<file path="config.mk">
export PLATFORM = sky130hd
export DESIGN_NAME = xor_cdr_pd
export DESIGN_NICKNAME = d
export VERILOG_FILES = /design/src/rtl/xpd_pkg.sv /design/src/rtl/xpd_retime.sv /design/src/rtl/xpd_accum.sv /design/src/rtl/xor_cdr_pd.sv
export SDC_FILE = /design/constraint.sdc
export NUM_CORES = 1
export LEC_CHECK = 0
export BUFFER_PORTS_ARGS = -buffer_cell sky130_fd_sc_hd__buf_4
export CORE_MARGIN = 1.5
export CORE_UTILIZATION = 50
export CTS_CLUSTER_DIAMETER = 100
export DETAILED_ROUTE_END_ITERATION = 10
export PLACE_DENSITY_LB_ADDON = 0.05
export SYNTH_ARGS = -nofsm -noshare
export SYNTH_HDL_FRONTEND = slang
export SYNTH_SLANG_ARGS = --single-unit
</file>
<file path="constraint.sdc">
create_clock -name clk -period 4.3 [get_ports clk]
set_input_delay 0.86 -clock clk [delete_from_list [all_inputs] [get_ports clk]]
set_output_delay 0.86 -clock clk [all_outputs]
set_load 0.02 [all_outputs]
</file>
<file path="src/rtl/xpd_pkg.sv">
package xpd_pkg;
  // Pulse bundle produced once per strobed sample
  typedef struct packed {
    logic up;   // early pulse, weight +1
    logic dn;   // late pulse, weight -1 (or -2 when balanced)
    logic up2;  // trailing pulse of the balanced variant, weight +1
  } pulse_t;
endpackage

</file>
<file path="src/rtl/xpd_retime.sv">
module xpd_retime
  import xpd_pkg::*;
#(
  parameter bit ENABLE_BAL = 1'b1
) (
  input  logic   clk,
  input  logic   rst,
  input  logic   stb,
  input  logic   din,
  input  logic   rclk,
  output logic   rise,
  output logic   reg_q,
  output logic   flip,
  output pulse_t pls
);
  logic rclk_d;
  logic prev_q;
  logic lat1_q;
  logic reg_now;
  logic lat1_now;
  logic up2_w;

  // boundary: phase high now, low on the previous strobed sample
  assign rise     = rclk & ~rclk_d;
  assign reg_now  = rise ? din : reg_q;
  // first latch is transparent while the phase is low
  assign lat1_now = rclk ? lat1_q : reg_now;
  assign flip     = reg_q ^ prev_q;

  always_ff @(posedge clk) begin
    if (rst) begin
      rclk_d <= 1'b0;
      reg_q  <= 1'b0;
      lat1_q <= 1'b0;
      prev_q <= 1'b0;
    end else if (stb) begin
      rclk_d <= rclk;
      reg_q  <= reg_now;
      lat1_q <= lat1_now;
      if (rise) prev_q <= reg_q;
    end
  end

  generate
    if (ENABLE_BAL) begin : g_bal
      logic lat2_q;
      logic lat2_now;
      // second latch is transparent while the phase is high
      assign lat2_now = rclk ? lat1_now : lat2_q;
      assign up2_w    = lat1_now ^ lat2_now;
      always_ff @(posedge clk) begin
        if (rst)      lat2_q <= 1'b0;
        else if (stb) lat2_q <= lat2_now;
      end
    end else begin : g_nobal
      assign up2_w = 1'b0;
    end
  endgenerate

  assign pls = '{up: din ^ reg_now, dn: reg_now ^ lat1_now, up2: up2_w};
endmodule

</file>
<file path="src/rtl/xpd_accum.sv">
module xpd_accum
  import xpd_pkg::*;
#(
  parameter int OSR        = 16,
  parameter int ERR_W      = 6,
  parameter bit ENABLE_BAL = 1'b1
) (
  input  logic             clk,
  input  logic             rst,
  input  logic             stb,
  input  logic             rise,
  input  logic             bal_mode,
  input  pulse_t           pls,
  input  logic             flip,
  output logic [ERR_W-1:0] err_q,
  output logic             vld_q,
  output logic             flip_q
);
  localparam int CNT_W = $clog2(OSR) + 1;
  localparam int SUM_W = (CNT_W + 3 > ERR_W + 1) ? CNT_W + 3 : ERR_W + 1;
  localparam int E_MAX = 2 ** (ERR_W - 1) - 1;
  localparam logic signed [SUM_W-1:0] LIM_HI = SUM_W'(E_MAX);
  localparam logic signed [SUM_W-1:0] LIM_LO = SUM_W'(-E_MAX - 1);

  logic [CNT_W-1:0] up_acc, up_hold, dn_acc, up2_acc;
  logic             seen_q;
  logic             bal_eff;
  logic signed [SUM_W-1:0] e_up, e_dn, e_up2, e_sum, e_sat;

  function automatic logic [CNT_W-1:0] bump(input logic [CNT_W-1:0] c, input logic p);
    if (p && (c != '1)) return c + CNT_W'(1);
    return c;
  endfunction

  function automatic logic signed [SUM_W-1:0] widen(input logic [CNT_W-1:0] c);
    return $signed({{(SUM_W - CNT_W){1'b0}}, c});
  endfunction

  assign bal_eff = bal_mode & ENABLE_BAL;

  always_comb begin
    e_up  = widen(up_hold);
    e_dn  = widen(dn_acc);
    e_up2 = widen(up2_acc);
    if (bal_eff) e_sum = e_up - (e_dn <<< 1) + e_up2;
    else         e_sum = e_up - e_dn;
    if (e_sum > LIM_HI)      e_sat = LIM_HI;
    else if (e_sum < LIM_LO) e_sat = LIM_LO;
    else                     e_sat = e_sum;
  end

  always_ff @(posedge clk) begin
    if (rst) begin
      up_acc  <= '0;
      up_hold <= '0;
      dn_acc  <= '0;
      up2_acc <= '0;
      seen_q  <= 1'b0;
      err_q   <= '0;
      vld_q   <= 1'b0;
      flip_q  <= 1'b0;
    end else begin
      vld_q <= 1'b0;
      if (stb) begin
        if (rise) begin
          vld_q   <= 1'b1;
          flip_q  <= flip;
          err_q   <= (seen_q | flip) ? e_sat[ERR_W-1:0] : '0;
          seen_q  <= seen_q | flip;
          up_hold <= up_acc;
          up_acc  <= {{(CNT_W-1){1'b0}}, pls.up};
          dn_acc  <= {{(CNT_W-1){1'b0}}, pls.dn};
          up2_acc <= {{(CNT_W-1){1'b0}}, pls.up2};
        end else begin
          up_acc  <= bump(up_acc, pls.up);
          dn_acc  <= bump(dn_acc, pls.dn);
          up2_acc <= bump(up2_acc, pls.up2);
        end
      end
    end
  end
endmodule

</file>
<file path="src/rtl/xor_cdr_pd.sv">
module xor_cdr_pd
  import xpd_pkg::*;
#(
  parameter int OSR        = 16,
  parameter int ERR_W      = 6,
  parameter bit ENABLE_BAL = 1'b1
) (
  input  logic             clk,
  input  logic             rst,
  input  logic             smp_stb,
  input  logic             din_os,
  input  logic             rclk_ph,
  input  logic             balanced,
  output logic             rtm_data,
  output logic             up_pulse,
  output logic             dn_pulse,
  output logic [ERR_W-1:0] phase_err,
  output logic             err_valid,
  output logic             bit_flip
);
  pulse_t pls;
  logic   rise;
  logic   flip;

  xpd_retime #(.ENABLE_BAL(ENABLE_BAL)) u_retime (
    .clk  (clk),
    .rst  (rst),
    .stb  (smp_stb),
    .din  (din_os),
    .rclk (rclk_ph),
    .rise (rise),
    .reg_q(rtm_data),
    .flip (flip),
    .pls  (pls)
  );

  xpd_accum #(.OSR(OSR), .ERR_W(ERR_W), .ENABLE_BAL(ENABLE_BAL)) u_accum (
    .clk     (clk),
    .rst     (rst),
    .stb     (smp_stb),
    .rise    (rise),
    .bal_mode(balanced),
    .pls     (pls),
    .flip    (flip),
    .err_q   (phase_err),
    .vld_q   (err_valid),
    .flip_q  (bit_flip)
  );

  // registered view of the early and late pulses
  always_ff @(posedge clk) begin
    if (rst) begin
      up_pulse <= 1'b0;
      dn_pulse <= 1'b0;
    end else if (smp_stb) begin
      up_pulse <= pls.up;
      dn_pulse <= pls.dn;
    end
  end
endmodule

</file>
==> impl_metrics.py, run 1 <==
metrics = {
    "status": {
        "outcome": "complete, no violations",
    },
    "setup_path": {
        "path_cells": "inv_1, ha_1, nor2b_1, o21a_1, nor2_1, xnor2_1, ha_1, a21oi_1, o21a_1, a211oi_1, o311a_4, a221o_1",
        "critPathSlowestCell": "dfxtp_1",
        "cp-start-kind": "flop",
        "arrival_ns": 3.12,
        "critical_path_class": "flop to flop",
        "cp.required_ns": 4.48,
        "reg2reg_slack_ns": 1.36,
        "critPathMaxFanout": 5,
        "crit_buf_inv": 1,
        "cp_top_family": "compound AO/OA/AOI/OAI gates",
        "endpoint_kind": "flop",
        "max_stage_delay_ns": 0.43,
    },
    "timing": {
        "relSlewSlack": 0.578,
        "worst_slack_ns": 1.36,
        "fin_skew_ns": 0.00468,
        "setup_tns_ns": 0,
        "max_freq_ghz": 0.340,
        "finalMaxSlewViolations": 0,
        "period_share": 0.685,
        "layout_min_cycle_time_ns": 2.94,
        "final-hold-violation-count": 0,
        "rsz0062_at_grt": "no",
        "tightest_slew_ns": 0.632,
        "setup_viol": 0,
    },
    "pwr": {
        "power_density_mw_per_mm2": 282,
        "p_seq_frac": 0.497,
        "swShare": 0.270,
        "p_int_w": 0.000506,
        "combinationalPowerShare": 0.138,
        "vdd_ir_drop_max_mv": 0.229,
        "p_leak_nw": 1.03,
        "power.switching_w": 0.000187,
        "p_clk_frac": 0.365,
    },
    "logic_synthesis": {
        "netlist_area_mm2": 0.00220,
        "ys_async_sr_fraction": 0,
        "netlist_instances": 265,
        "synthesis.nets": 295,
        "synth-edff-count": 0,
        "synth_cell_types": 41,
        "synth.avg_cell_area_um2": 8.32,
        "synth_flop_cell": "dfxtp_1",
        "ys_seq_area_frac": 0.327,
        "synth_seq_cells": 36,
        "yosys_warnings": 0,
    },
    "clock_network": {
        "cts_setup_buffers": 0,
        "clock_latency_ns": 0.29,
        "cts_tree": "done",
        "holdBufCountCts": 0,
        "clk_pin_slew_ns": 0.07,
        "postCtsResizedCells": 0,
        "cts_max_level": 2,
        "cts_sinks": 36,
        "cts-root-buf": "clkbuf_8",
        "cts.path.max_buffers": 2,
        "cts_buffers": 5,
    },
    "detailed_routing": {
        "wire_per_inst_um": 13.8,
        "routed_via_density": 5.52,
        "initialDrtViolationCount": 60,
        "drc_errors": 0,
        "routed_wl_um": 4580,
        "dr.pass1.iters": 4,
        "dr_total_vias": 1832,
        "postRouteAntennaNets": 0,
    },
    "final_layout": {
        "multi_input_area_mm2": 0.00139,
        "regArea_um2": 721,
        "area_delta_synth_final_pct": 11.5,
        "drive_gt1_frac": 0.106,
        "final_cell_mix": "dfxtp_1, nand2_1, nor2_1, a21oi_1, ha_1",
        "final_common_cell": "dfxtp_1",
        "nFillCells": 386,
        "diodes": 0,
        "final_nets": 311,
    },
    "global_routing": {
        "grt_pass1_wl_um": 7750,
        "overflow": 0,
        "grt_max_degree": 32,
        "grt_pass1_vias": 1675,
        "antenna_found_initial": 0,
        "grt_use_total": 0.201,
    },
    "die": {
        "die_w_um": 69.4,
        "rows": 23,
        "pin_count": 17,
        "dieArea_mm2": 0.00482,
        "start_util": 0.536,
        "core-area_mm2": 0.00412,
        "die_y_um": 69.4,
    },
    "placed_design": {
        "place.gp.congestion": 0.819,
        "detailedPlace.worstSlack_ns": 1.36,
        "hpwlAfterDp_um": 3520,
        "io_buffers": 16,
    },
    "run": {
        "maxCapViolCount": 0,
    },
    "worst_hold_path": {
        "hold_path.class": "flop to flop",
    },
}
==> worst register-to-register path, delay by kind of cell, from the launching register on <==
family                   cells  cell delay (ns)
XOR/XNOR                     1             0.16
AND/OR/NAND/NOR              2             0.24
adder cells (fa/ha/maj)      2             0.59
AO/OA/AOI/OAI                6             1.28
buffers and inverters        1             0.13
flip-flops                   1             0.43
==> path summary, 6_finish.rpt <==
check,startpoint,endpoint,depth (start not counted)
setup / recovery,u_accum.dn_acc[1]$_SDFFE_PP0P_,u_accum.err_q[0]$_SDFFE_PP0P_,12
hold / removal,u_accum.flip_q$_SDFFE_PP0P_,u_accum.flip_q$_SDFFE_PP0P_,2
setup reg to reg,u_accum.dn_acc[1]$_SDFFE_PP0P_,u_accum.err_q[0]$_SDFFE_PP0P_,12
hold reg to reg,u_accum.flip_q$_SDFFE_PP0P_,u_accum.flip_q$_SDFFE_PP0P_,2
==> logic make-up (layout without fill, tap and decap cells) <==
group           Yosys count  in the layout  share of synthesized area
simple gates            100            100                      0.216
mux                       7              7                     0.0318
fa+ha+maj                24             24                      0.146
flops                    36             36                      0.327
buf+inv                  24             41                     0.0414
compound gates           59             59                      0.178
xor+xnor                 15             15                     0.0596
==> state kept, by name (all words and copies together), names as in the netlist <==
signal and count:
u_retime.rclk_d 1, u_retime.prev_q 1, up_pulse 1, u_accum.dn_acc 5, u_retime.lat1_q 1, u_retime.g_bal.lat2_q 1, u_accum.flip_q 1, u_accum.up_acc 5
u_accum.up2_acc 5, u_accum.vld_q 1, u_retime.reg_q 1, u_accum.up_hold 5, dn_pulse 1, u_accum.seen_q 1, u_accum.err_q 6
==> cells in the mapped netlist (all sizes together) (5+ instances only) <==
library cell	n	share of area
dfxtp	36	0.33
nand2	30	0.051
a21oi	29	0.068
nor2	28	0.048
ha	21	0.12
inv	16	0.027
xnor2	9	0.036
nand3	8	0.018
o21ai	8	0.018
clkbuf	7	0.012
mux2i	7	0.032
nand2b	7	0.020
xor2	6	0.024
a221o	5	0.023
and3	5	0.016
nor3	5	0.011
o21a	5	0.017
==> metrics by stage <==
stage / total power [W] / hold slack [ns] / utilization / instance area (um^2) / std cells
floorplan: 0.000421 / 0.437 / - / 2200 / 265
global placement: 0.000448 / 0.447 / 0.574 / 2360 / 324
detailed placement: 0.000449 / 0.448 / 0.574 / 2360 / 324
CTS: 0.000703 / 0.458 / 0.597 / 2460 / 332
global route: 0.000727 / 0.495 / 0.597 / 2460 / 332
finish: 0.000694 / 0.457 / 0.597 / 2460 / 332
==> cell type report <==
cell class,count,area share
multi-input cells,205,0.567
flip-flops and latches,36,0.293
repair buffers,17,0.0519
clock buffers,7,0.0351
well taps,50,0.0255
inverters,16,0.0244
clock inverters,1,0.00305
==> layer usage <==
layer | vias to the layer above | wire, um | track usage
met5 | - | 0 | 0
met3 | 5 | 174 | 0.0436
met2 | 34 | 2090 | 0.327
li1 | 955 | - | -
met4 | 0 | 55 | 0.0588
met1 | 838 | 2260 | 0.267
==> power by group through the flow <==
stage / combinational [W] / sequential (W) / clock [W]
2_1_floorplan: 0.0000677 / 0.000353 / 0
3_3_place_gp: 0.0000957 / 0.000353 / 0
3_5_place_dp: 0.0000961 / 0.000353 / 0
4_1_cts: 0.0000965 / 0.000345 / 0.000262
5_1_grt: 0.000108 / 0.000346 / 0.000274
6_report: 0.0000959 / 0.000345 / 0.000253
Power figures use the tool's default switching activity.
==> run 2, diff against run 1 <==
Clock period 4.3 ns to 3.02 ns, I/O delays scaled along.
==> impl_metrics.py, run 2 (synthesized netlist as in run 1, its figures left out) <==
metrics = {
    "timing": {
        "layout_min_cycle_time_ns": 2.81,
        "fin_skew_ns": 0.00767,
        "setup_tns_ns": 0,
        "final-hold-violation-count": 0,
        "rsz0062_at_grt": "no",
        "tightest_slew_ns": 0.608,
        "max_freq_ghz": 0.356,
        "setup_viol": 0,
        "period_share": 0.930,
        "finalMaxSlewViolations": 0,
        "relSlewSlack": 0.591,
    },
    "placed_design": {
        "place.gp.congestion": 0.866,
        "hpwlAfterDp_um": 3600,
        "placed_area_mm2": 0.00239,
        "placed_cells": 328,
        "io_buffers": 16,
    },
    "setup_path": {
        "critical_path_class": "flop to flop",
        "max_stage_delay_ns": 0.39,
        "path_cells": "inv_1, ha_1, fa_1, xnor2_1, ha_1, o211ai_1, o21a_1, and3_4, o311a_4, a221o_1",
        "reg2reg_slack_ns": 0.21,
        "crit_start": "u_accum.up_hold[1]$_SDFFE_PP0P_",
        "rr_startpoint": "u_accum.up_hold[1]$_SDFFE_PP0P_",
        "cp.required_ns": 3.20,
        "r2r_cells": 10,
        "endpoint_kind": "flop",
        "timing.rr.end": "u_accum.err_q[3]$_SDFFE_PP0P_",
        "path_common_cell": "ha_1",
        "cp-start-kind": "flop",
        "critPathMaxFanout": 5,
        "arrival_ns": 2.98,
        "endpoint": "u_accum.err_q[3]$_SDFFE_PP0P_",
        "critPathSlowestCell": "dfxtp_1",
    },
    "global_routing": {
        "grt_pass1_wl_um": 8140,
        "overflow": 0,
        "grt_pass1_vias": 1823,
        "grt_max_degree": 32,
        "grt_use_total": 0.209,
        "antenna_found_initial": 0,
    },
    "clock_network": {
        "clk_pin_slew_ns": 0.07,
        "postCtsResizedCells": 0,
        "cts_tree": "done",
        "holdBufCountCts": 0,
        "cts_max_level": 2,
        "cts-root-buf": "clkbuf_8",
        "cts.path.max_buffers": 2,
        "cts_setup_buffers": 0,
        "cts_buffers": 5,
        "clock_latency_ns": 0.28,
        "cts_sinks": 36,
    },
    "pwr": {
        "power.switching_w": 0.000262,
        "swShare": 0.267,
        "combinationalPowerShare": 0.145,
        "p_leak_nw": 1.05,
        "p_int_w": 0.000721,
        "p_seq_frac": 0.498,
        "p_clk_frac": 0.357,
        "vdd_ir_drop_max_mv": 0.241,
        "power_density_mw_per_mm2": 395,
    },
    "final_layout": {
        "fin_util": 0.604,
        "final_common_cell": "dfxtp_1",
        "regArea_um2": 721,
        "area_delta_synth_final_pct": 12.8,
        "nFillCells": 395,
        "multi_input_area_mm2": 0.00139,
        "finalNonFillerCells": 336,
        "top_register": "u_accum.err_q",
        "final_cell_mix": "dfxtp_1, nand2_1, nor2_1, a21oi_1",
        "diodes": 0,
        "drive_gt1_frac": 0.122,
        "final_nets": 315,
        "largest_reg_flops": 6,
        "final_area_mm2": 0.00249,
    },
    "detailed_routing": {
        "dr_total_vias": 1847,
        "wire_per_inst_um": 13.9,
        "drc_errors": 0,
        "dr.pass1.iters": 4,
        "routed_wl_um": 4670,
        "routed_via_density": 5.50,
        "initialDrtViolationCount": 75,
        "postRouteAntennaNets": 0,
    },
    "worst_hold_path": {
        "hold_path_depth": 2,
        "hold_path.class": "flop to flop",
    },
    "status": {
        "outcome": "complete, no violations",
    },
    "run": {
        "maxCapViolCount": 0,
    },
    "die": {
        "rows": 23,
        "core-area_mm2": 0.00412,
        "dieArea_mm2": 0.00482,
        "die_w_um": 69.4,
        "pin_count": 17,
        "die_y_um": 69.4,
        "start_util": 0.536,
    },
}
-- run 2: worst min-delay path by stage --
stage / startpoint / end
2_1_floorplan: u_accum.seen_q$_SDFFE_PP0P_ / u_accum.seen_q$_SDFFE_PP0P_
3_5_place_dp: u_accum.err_q[5]$_SDFFE_PP0P_ / u_accum.err_q[5]$_SDFFE_PP0P_
6_report: u_accum.flip_q$_SDFFE_PP0P_ / u_accum.flip_q$_SDFFE_PP0P_
3_3_place_gp: u_accum.flip_q$_SDFFE_PP0P_ / u_accum.flip_q$_SDFFE_PP0P_
4_1_cts: u_accum.flip_q$_SDFFE_PP0P_ / u_accum.flip_q$_SDFFE_PP0P_
5_1_grt: u_accum.flip_q$_SDFFE_PP0P_ / u_accum.flip_q$_SDFFE_PP0P_
-- run 2: final cells by class --
type                       count  share of cell area
multi-input combinational    205               0.560
sequential                    36               0.290
timing repair buffer          21              0.0634
clock buffer                   6              0.0332
tap                           50              0.0252
inverter                      16              0.0242
clock inverter                 2             0.00403
-- run 2: critical path, delay by kind of cell (launching register included) --
| kind | cells | cell delay (ns) |
|---|---|---|
| XOR/XNOR | 1 | 0.14 |
| adder cells (fa/ha/maj) | 3 | 0.94 |
| AND/OR/NAND/NOR | 1 | 0.18 |
| flip-flops | 1 | 0.39 |
| AO/OA/AOI/OAI | 4 | 0.97 |
| buffers and inverters | 1 | 0.07 |
-- run 2: metal layers --
| layer | global-route usage | wire, um |
|---|---|---|
| met5 | 0 | 0 |
| met4 | 0.0959 | 129 |
| met3 | 0.0538 | 178 |
| met2 | 0.330 | 2130 |
| met1 | 0.268 | 2230 |
-- run 2: power by group through the flow --
stage	combinational, W	clock [W]	sequential [W]
2_1_floorplan	0.0000964	0	0.000503
3_3_place_gp	0.000141	0	0.000501
3_5_place_dp	0.000143	0	0.000501
4_1_cts	0.000143	0.000363	0.000490
5_1_grt	0.000160	0.000378	0.000491
6_report	0.000142	0.000351	0.000490
-- run 2: metrics by stage --
stage	worst slack [ns]	total power, W	hold slack (ns)
after floorplan	0.272	0.000600	0.437
after global placement	0.250	0.000642	0.449
after detailed placement	0.210	0.000643	0.448
after CTS	0.206	0.000996	0.464
after global routing	0.0158	0.00103	0.501
final	0.211	0.000983	0.462
==> run 3, diff against run 2 <==
Clock period 3.02 ns to 2.5 ns, I/O delays scaled along.
==> impl_metrics.py, run 3 (synthesized netlist as in run 1, its figures left out) <==
metrics = {
    "setup_path": {
        "cp-start-kind": "flop",
        "critPathMaxFanout": 5,
        "endpoint_kind": "flop",
        "arrival_ns": 2.80,
        "cp.required_ns": 2.68,
        "critical_path_class": "flop to flop",
    },
    "clock_network": {
        "cts-root-buf": "clkbuf_8",
        "cts_sinks": 36,
        "cts_tree": "done",
        "cts.path.max_buffers": 2,
        "clk_pin_slew_ns": 0.08,
        "clock_latency_ns": 0.29,
        "cts_buffers": 5,
        "cts_max_level": 2,
    },
    "final_layout": {
        "fin_util": 0.657,
        "final_cell_mix": "buf_4, dfxtp_1, nand2_1, a21oi_1, nor2_1",
        "final_nets": 333,
        "finalNonFillerCells": 354,
        "top_register": "u_accum.err_q",
        "area_delta_synth_final_pct": 22.7,
        "nFillCells": 360,
        "diodes": 0,
        "largest_reg_flops": 6,
        "final_common_cell": "buf_4",
        "drive_gt1_frac": 0.217,
    },
    "pwr": {
        "power_density_mw_per_mm2": 460,
        "finalPower_w": 0.00124,
        "vdd_ir_drop_max_mv": 0.335,
        "p_leak_nw": 1.17,
    },
    "detailed_routing": {
        "initialDrtViolationCount": 58,
        "dr.pass1.iters": 4,
        "routed_via_density": 5.45,
        "routed_wl_um": 4860,
        "wire_per_inst_um": 13.7,
        "postRouteAntennaNets": 0,
        "dr_total_vias": 1931,
        "drc_errors": 0,
    },
    "timing": {
        "tightest_slew_ns": 0.569,
        "relSlewSlack": 0.619,
        "layout_min_cycle_time_ns": 2.62,
        "worst_slack_ns": -0.122,
        "fin_skew_ns": 0.00606,
        "finalMaxSlewViolations": 0,
        "setup_tns_ns": -0.599,
        "max_freq_ghz": 0.381,
        "final-hold-violation-count": 0,
        "rsz0062_at_grt": "yes",
        "setup_viol": 5,
        "period_share": 1.05,
    },
    "die": {
        "pin_count": 17,
        "die_w_um": 69.4,
        "start_util": 0.536,
        "core-area_mm2": 0.00412,
        "die_y_um": 69.4,
        "rows": 23,
        "dieArea_mm2": 0.00482,
    },
    "global_routing": {
        "antenna_found_initial": 0,
        "grt_pass1_vias": 1864,
        "grt_use_total": 0.216,
        "grt_max_degree": 31,
        "overflow": 0,
        "grt_pass1_wl_um": 8310,
    },
    "placed_design": {
        "detailedPlace.worstSlack_ns": -0.196,
        "place.gp.congestion": 0.828,
        "placed_cells": 346,
        "hpwlAfterDp_um": 3780,
        "io_buffers": 16,
    },
    "run": {
        "maxCapViolCount": 0,
    },
    "worst_hold_path": {
        "hold_path.class": "input pin to flop",
    },
    "status": {
        "outcome": "finished, violations left",
        "violations": "setup timing",
    },
}
[run 3: changes by cell type in the layout (fill, tap and decap cells not counted), sizes merged]
cell	previous run	this run
clkinv	2	1
clkbuf	6	7
buf	21	39
[run 3: final cells by class]
class | count | area, um^2 | area share
Clock inverter | 1 | 5.00 | 0.00185
Clock buffer | 7 | 97.6 | 0.0361
Inverter | 16 | 62.6 | 0.0231
Sequential cell | 36 | 727 | 0.269
Tap cell | 50 | 62.6 | 0.0231
Multi-Input combinational cell | 205 | 1460 | 0.539
Timing Repair Buffer | 39 | 293 | 0.108
[run 3: where the power goes]
group          internal (W)  switching (W)  total, W
Sequential         0.000582     0.00000921  0.000591
Combinational     0.0000824       0.000109  0.000191
Clock              0.000256       0.000206  0.000462
[run 3: metal layers]
layer  GRT usage  share of wire
met5           0              0
met4       0.107          0.023
met3      0.0407          0.034
met2       0.358           0.47
met1       0.268           0.47
[run 3: critical path: stages (launching register included)]
cell,delay (ns)
dfxtp_4,0.37
inv_4,0.04
ha_4,0.24
nor2b_4,0.13
o21a_1,0.14
nor2_2,0.05
xnor2_2,0.14
ha_1,0.30
o211ai_1,0.09
o21a_2,0.26
and3_4,0.17
o311a_4,0.33
a221o_1,0.26
[run 3: final timing paths]
kind	from	endpoint	slack, ns	cells past startpoint
worst min-delay path	rst	u_accum.vld_q$_SDFF_PP0_	0.40	2
worst max-delay path	u_accum.dn_acc[1]$_SDFFE_PP0P_	u_accum.err_q[2]$_SDFFE_PP0P_	-0.12	12
worst max register to register	u_accum.dn_acc[1]$_SDFFE_PP0P_	u_accum.err_q[2]$_SDFFE_PP0P_	-0.12	12
worst min register to register	u_accum.flip_q$_SDFFE_PP0P_	u_accum.flip_q$_SDFFE_PP0P_	0.47	2
[run 3: what timing repair did]
item / CTS / global route
setup endpoints to repair: 5 / 5
setup buffers: 0 / 0
pin swaps: 10 / 7
hold buffers: 0 / 0
gates resized for setup: 3 / 4
[run 3: metrics by stage]
stage,area [um^2],hold WS [ns]
6_report,2710,0.401
4_1_cts,2690,0.399
2_1_floorplan,2260,0.437
5_1_grt,2710,0.390
3_3_place_gp,2580,0.447
3_5_place_dp,2580,0.459
